File: src/rtl/sba_pkg.sv
package sba_pkg;
  typedef enum logic [1:0] {
    ST_IDLE = 2'd0,
    ST_ARB  = 2'd1,
    ST_OWN  = 2'd2
  } sba_state_t;
endpackage

File: src/rtl/sba_addr_sender.sv
module sba_addr_sender #(
  parameter int ADDR_W = 3
) (
  input  logic              clk,
  input  logic              rst_n,
  input  logic              start,
  input  logic              abort,
  input  logic              slot,
  input  logic              line_in,
  input  logic [ADDR_W-1:0] my_addr,
  output logic              line_drv,
  output logic              busy,
  output logic              done,
  output logic              won
);
  localparam int IDX_W = (ADDR_W > 1) ? $clog2(ADDR_W) : 1;

  logic [IDX_W-1:0] idx;
  logic             lost;
  logic             cur_bit;
  logic             miss;

  assign cur_bit  = my_addr[idx];
  assign miss     = slot && busy && !lost && (line_in != cur_bit);
  // once overridden, the rest of the address is released to 1
  assign line_drv = (busy && !lost) ? cur_bit : 1'b1;

  always_ff @(posedge clk) begin
    if (!rst_n) begin
      idx  <= '0;
      lost <= 1'b0;
      busy <= 1'b0;
      done <= 1'b0;
      won  <= 1'b0;
    end else begin
      done <= 1'b0;
      if (abort) begin
        busy <= 1'b0;
      end else if (start) begin
        busy <= 1'b1;
        idx  <= IDX_W'(ADDR_W - 1);
        lost <= 1'b0;
      end else if (busy && slot) begin
        if (miss) lost <= 1'b1;
        if (idx == '0) begin
          busy <= 1'b0;
          done <= 1'b1;
          won  <= !(lost || miss);
        end else begin
          idx <= idx - 1'b1;
        end
      end
    end
  end


  lost_sticky_chk: assert property (@(posedge clk) disable iff (!rst_n)
    (busy && $past(busy) && $past(lost)) |-> line_drv);


  won_needs_clean_chk: assert property (@(posedge clk) disable iff (!rst_n)
    (done && won) |-> !$past(lost));
endmodule

File: src/rtl/sba_recovery.sv
module sba_recovery #(
  parameter int FREE_FRAMES = 2
) (
  input  logic clk,
  input  logic rst_n,
  input  logic arm,
  input  logic frame_start,
  input  logic bac_in,
  output logic ready
);
  localparam int CNT_W = (FREE_FRAMES > 1) ? $clog2(FREE_FRAMES + 1) : 1;

  logic             armed;
  logic [CNT_W-1:0] cnt;

  assign ready = !armed;

  always_ff @(posedge clk) begin
    if (!rst_n) begin
      armed <= 1'b0;
      cnt   <= '0;
    end else if (arm) begin
      armed <= 1'b1;
      cnt   <= '0;
    end else if (armed && frame_start) begin
      if (!bac_in) begin
        cnt <= '0;
      end else if (cnt == CNT_W'(FREE_FRAMES - 1)) begin
        armed <= 1'b0;
        cnt   <= '0;
      end else begin
        cnt <= cnt + 1'b1;
      end
    end
  end


  recov_exit_chk: assert property (@(posedge clk) disable iff (!rst_n)
    $rose(ready) |-> ($past(frame_start) && $past(bac_in)));
endmodule

File: src/rtl/serial_addr_arbiter.sv
module serial_addr_arbiter
  import sba_pkg::*;
#(
  parameter int ADDR_W      = 3,
  parameter int FREE_FRAMES = 2
) (
  input  logic              clk,
  input  logic              rst_n,
  input  logic [ADDR_W-1:0] my_addr,
  input  logic              rts,
  input  logic              sw_req,
  input  logic              frame_start,
  input  logic              bit_slot,
  input  logic              bac_in,
  input  logic              line_in,
  input  logic              sg_in,
  output logic              line_out,
  output logic              bac_out,
  output logic              cts,
  output logic              granted
);
  sba_state_t st;
  logic req, start_arb, abort_arb, arm_recov;
  logic recov_ready, snd_busy, snd_done, snd_won, snd_line;

  assign req       = rts || sw_req;
  assign start_arb = (st == ST_IDLE) && frame_start && req && bac_in && recov_ready;
  assign abort_arb = (st == ST_ARB) && !req;
  assign arm_recov = (st == ST_OWN) && frame_start && !req;

  sba_addr_sender #(.ADDR_W(ADDR_W)) u_send (
    .clk(clk), .rst_n(rst_n), .start(start_arb), .abort(abort_arb),
    .slot(bit_slot), .line_in(line_in), .my_addr(my_addr),
    .line_drv(snd_line), .busy(snd_busy), .done(snd_done), .won(snd_won)
  );

  sba_recovery #(.FREE_FRAMES(FREE_FRAMES)) u_recov (
    .clk(clk), .rst_n(rst_n), .arm(arm_recov), .frame_start(frame_start),
    .bac_in(bac_in), .ready(recov_ready)
  );

  always_ff @(posedge clk) begin
    if (!rst_n) begin
      st  <= ST_IDLE;
      cts <= 1'b0;
    end else begin
      unique case (st)
        ST_IDLE: if (start_arb) st <= ST_ARB;
        ST_ARB: begin
          if (!req) begin
            st <= ST_IDLE;
          end else if (snd_done) begin
            st  <= snd_won ? ST_OWN : ST_IDLE;
            cts <= snd_won && !sg_in;
          end
        end
        ST_OWN: begin
          if (frame_start) begin
            if (!req) begin
              st  <= ST_IDLE;
              cts <= 1'b0;
            end else begin
              cts <= !sg_in;
            end
          end
        end
        default: st <= ST_IDLE;
      endcase
    end
  end

  assign line_out = snd_line;
  assign bac_out  = (st != ST_OWN);
  assign granted  = (st == ST_OWN);


  cts_needs_own_chk: assert property (@(posedge clk) disable iff (!rst_n)
    cts |-> (st == ST_OWN));


  release_at_frame_chk: assert property (@(posedge clk) disable iff (!rst_n)
    (st == ST_IDLE && $past(st) == ST_OWN) |-> ($past(frame_start) && !$past(req)));


  arb_needs_free_chk: assert property (@(posedge clk) disable iff (!rst_n)
    (st == ST_ARB && $past(st) == ST_IDLE) |-> ($past(bac_in) && $past(recov_ready)));


  idle_line_released_chk: assert property (@(posedge clk) disable iff (!rst_n)
    (st == ST_IDLE && !snd_busy) |-> line_out);
endmodule

File: config.mk
export PLATFORM = sky130hd
export DESIGN_NAME = serial_addr_arbiter
export DESIGN_NICKNAME = d
export VERILOG_FILES = /design/src/rtl/sba_pkg.sv /design/src/rtl/sba_addr_sender.sv /design/src/rtl/sba_recovery.sv /design/src/rtl/serial_addr_arbiter.sv
export SDC_FILE = /design/constraint.sdc
export NUM_CORES = 1
export LEC_CHECK = 0
export BUFFER_PORTS_ARGS = -buffer_cell sky130_fd_sc_hd__buf_2
export CAP_MARGIN = 25
export CORE_MARGIN = 1
export CORE_UTILIZATION = 45
export DETAILED_ROUTE_END_ITERATION = 10
export GPL_ROUTABILITY_DRIVEN = 0
export GPL_TIMING_DRIVEN = 1
export HOLD_SLACK_MARGIN = 0.15
export PLACE_DENSITY = 0.7
export SLEW_MARGIN = 10
export SYNTH_ARGS = -nofsm -noshare
export SYNTH_HDL_FRONTEND = slang
export SYNTH_SLANG_ARGS = --single-unit
File: constraint.sdc
create_clock -name clk -period 1.76 [get_ports clk]
set_input_delay 0.176 -clock clk [delete_from_list [all_inputs] [get_ports clk]]
set_output_delay 0.176 -clock clk [all_outputs]
set_load 0.1 [all_outputs]
==> results.sh <==
export IMPL_run_status="finished, final reports clean"
export IMPL_ys_warn_count=0
export IMPL_synthSimpleGateAreaFrac=0.2949
export IMPL_min_period_ns=1.757
export IMPL_timing_rr_start="st[0]"
export IMPL_regArea_um2=244.0
export IMPL_cts_inserted_buffers=3
export IMPL_worstSetupStartpoint="u_send.idx[0]"
export IMPL_cts_htree_levels=1
export IMPL_yosys_area_share_xor_xnor=0.02828
export IMPL_post_synth_fa_ha_maj_area_fraction=0.02020
export IMPL_clkPwrFrac=0.375
export IMPL_grt_first_pass_wirelength_um=2277
export IMPL_cts_root_buffer="clkbuf_4"
export IMPL_ant_nets=0
export IMPL_grt_remaining_overflow=0
export IMPL_die_footprint_mm2=0.001529
export IMPL_tritoncts="done"
export IMPL_worstHoldPathType="input pin to flip-flop"
export IMPL_worst_r2r_endpoint="u_send.idx[1]"
export IMPL_worst_ep_arrival_time_ns=1.58
export IMPL_ctsLongestPathBuffers=2
export IMPL_pre_antenna_drt_iters=4
export IMPL_mappedNetlistArea_um2=619.3
export IMPL_post_route_cells_drive_above_1_share=0.3222
export IMPL_post_synth_inst_count=71
export IMPL_design_core_area_mm2=0.001285
export IMPL_synth_compound_gate_area_share=0.1758
export IMPL_final_min_period_over_clock_period=0.9985
export IMPL_worst_r2r_cell_count=4
export IMPL_timing_worst_setup_path_type="flip-flop to output pin"
export IMPL_synth_edff_count=0
export IMPL_switching_share=0.2584
export IMPL_synthArstFlopShare=0
export IMPL_setup_violations=0
export IMPL_mappedNetlistNets=84
export IMPL_insertion_delay_ns=0.28
export IMPL_layout_nets=104
export IMPL_grt_antenna_before_repair=0
export IMPL_max_ir_drop_vdd_v=0.0004165
export IMPL_yosys_most_used_dff="dfxtp_1"
export IMPL_leakagePower_nw=0.3100
export IMPL_worst_setup_path_start_kind="flip-flop"
export IMPL_power_density_mw_per_mm2=743.7
export IMPL_ys_seq_area_frac=0.3879
export IMPL_grt_util_all_layers=0.2249
export IMPL_synth_top_family_by_area="simple AND/OR/NAND/NOR gates"
export IMPL_std_cell_rows=13
export IMPL_cap_viol_max_count=0
export IMPL_port_buffer_count=15
export IMPL_max_slew_margin=0.6806
export IMPL_drt_wirelength_per_cell_um=13.72
export IMPL_total_power_mw=0.5946
export IMPL_effective_utilization_at_floorplan=0.4820
export IMPL_place_inst=101
export IMPL_crit_path_end_kind="output pin"
export IMPL_area_growth_from_synthesis_to_layout_pct=29.09
export IMPL_detailedRoute_firstIterationViolations=22
export IMPL_finalHoldViolCount=0
export IMPL_clkTransAtPathRegs_ns=0.07
export IMPL_max_freq_mhz=569.1
export IMPL_cts_sinks=12
export IMPL_synth_mux_area_frac=0.05657
export IMPL_fin_skew_ns=0.0008341
export IMPL_grt_start_max_net_pins=8
export IMPL_critical_path_peak_fanout=4
export IMPL_post_cts_setup_buffer_count=0
export IMPL_power_net_switching_mw=0.1536
export IMPL_netlist_cell_type_count=32
export IMPL_vias=597
export IMPL_ys_ff_latch=12
export IMPL_post_synth_cell_area_avg_um2=8.723
export IMPL_routed_via_density=5.686
export IMPL_antennaDiodeCount=0
export IMPL_grt_pass1_vias=540
export IMPL_power_share_combinational=0.145
export IMPL_share_seq_of_total_power=0.480
export IMPL_drc=0
export IMPL_die_width_um=39.10
export IMPL_place_hpwl_um=1063
export IMPL_timing_max_transition_violations_final=0
export IMPL_multi_input_comb_area_um2=365.4
export IMPL_routed_wirelength_um=1441
export IMPL_worst_slew_pin_transition_ns=0.4824
export IMPL_die_height_um=39.10
export IMPL_floorplan_io_pins=16
export IMPL_timing_critical_path_required_ns=1.58
export IMPL_intPower_mw=0.4410
export IMPL_final_cell_count_no_fill=105
export IMPL_filler_cell_count=112
export IMPL_timing_critical_path_to="line_out"
export IMPL_worst_r2r_setup_slack_ns=0.13
## power groups by stage
stage	sequential [mW]	clock (mW)	combinational (mW)
2_1_floorplan	0.290	0	0.0494
3_3_place_gp	0.292	0	0.0751
3_5_place_dp	0.292	0	0.0767
4_1_cts	0.285	0.230	0.0831
5_1_grt	0.286	0.245	0.0940
6_report	0.285	0.223	0.0859
## sequential cells by signal, indices dropped and copies added (netlist names)
register	flops
st	2
u_recov.cnt	2
u_send.idx	2
cts	1
u_recov.armed	1
u_send.busy	1
u_send.done	1
u_send.lost	1
u_send.won	1
## per-layer routing
metal | GRT usage | vias up | share of wire
met2 | 0.3292 | 18 | 0.47
met4 | 0.07759 | 0 | 0.017
met1 | 0.2962 | 278 | 0.47
met5 | 0 | - | 0
li1 | - | 299 | -
met3 | 0.08671 | 2 | 0.049
## Yosys cell counts, types with 2 or more instances
cell type  number  area (um^2)
nand3_1         4        20.02
nand2_1         6        22.52
inv_1           5        18.77
nor2_1          8        30.03
a21oi_1         4        20.02
nor2b_1         2        12.51
mux2i_1         2        20.02
xnor2_1         2        17.52
o21ai_0         4        20.02
dfxtp_1        12        240.2
## cells in the final DEF, fill, tap and decap left out, types with 2 or more instances in the layout
| master | n |
|---|---|
| nand3_1 | 4 |
| nand2_1 | 6 |
| inv_1 | 4 |
| a21oi_1 | 4 |
| mux2i_1 | 2 |
| nor2_1 | 8 |
| clkbuf_4 | 3 |
| dfxtp_1 | 11 |
| xnor2_1 | 2 |
| buf_12 | 2 |
| o21ai_0 | 3 |
| buf_2 | 13 |
## worst min path at each step
| stage | startpoint | to | slack (ns) | depth (start not counted) |
|---|---|---|---|---|
| floorplan | rst_n | u_recov.cnt[0] | 0.32 | 2 |
| global placement | sg_in | cts | 0.45 | 3 |
| detailed placement | u_recov.cnt[1] | u_recov.cnt[1] | 0.45 | 2 |
| CTS | sg_in | cts | 0.15 | 3 |
| global route | sg_in | cts | 0.19 | 3 |
| finish | sg_in | cts | 0.15 | 3 |
## what timing repair did
item / CTS / global route
gates resized for setup: 7 / 3
setup endpoints to repair: 1 / 2
hold buffers: 0 / 0
## critical path, cell delays in order (launching register included)
cell     delay [ns]
dfxtp_4        0.37
mux2i_1        0.24
o21ai_2        0.11
or3b_4         0.39
buf_12         0.17
## area by class of cell
| cell class | instances | share of cell area |
|---|---|---|
| multi-input combinational | 53 | 0.4570 |
| inverter | 5 | 0.02817 |
| timing repair buffer | 16 | 0.1408 |
| sequential | 12 | 0.3052 |
| tap | 15 | 0.02347 |
| clock buffer | 4 | 0.04538 |
## kinds of logic after synthesis
logic type      count (synthesis)
flops                          12
fa+ha+maj                       1
buf+inv                         6
mux                             3
xor+xnor                        2
simple gates                   31
compound gates                 16
## metrics by stage
stage	utilization	setup TNS (ns)	cell area (um^2)	hold WS, ns	setup WS, ns
finish	0.6222	0	799.5	0.1505	0.002715
global route	0.6222	-0.05371	799.5	0.1893	-0.05371
CTS	0.6154	0	790.8	0.1509	0.01721
global placement	0.5725	0	735.7	0.4467	0.1348
floorplan	-	0	633.1	0.3161	0.05118
detailed placement	0.5725	0	735.7	0.4506	0.1207
Power figures use the tool's default switching activity.
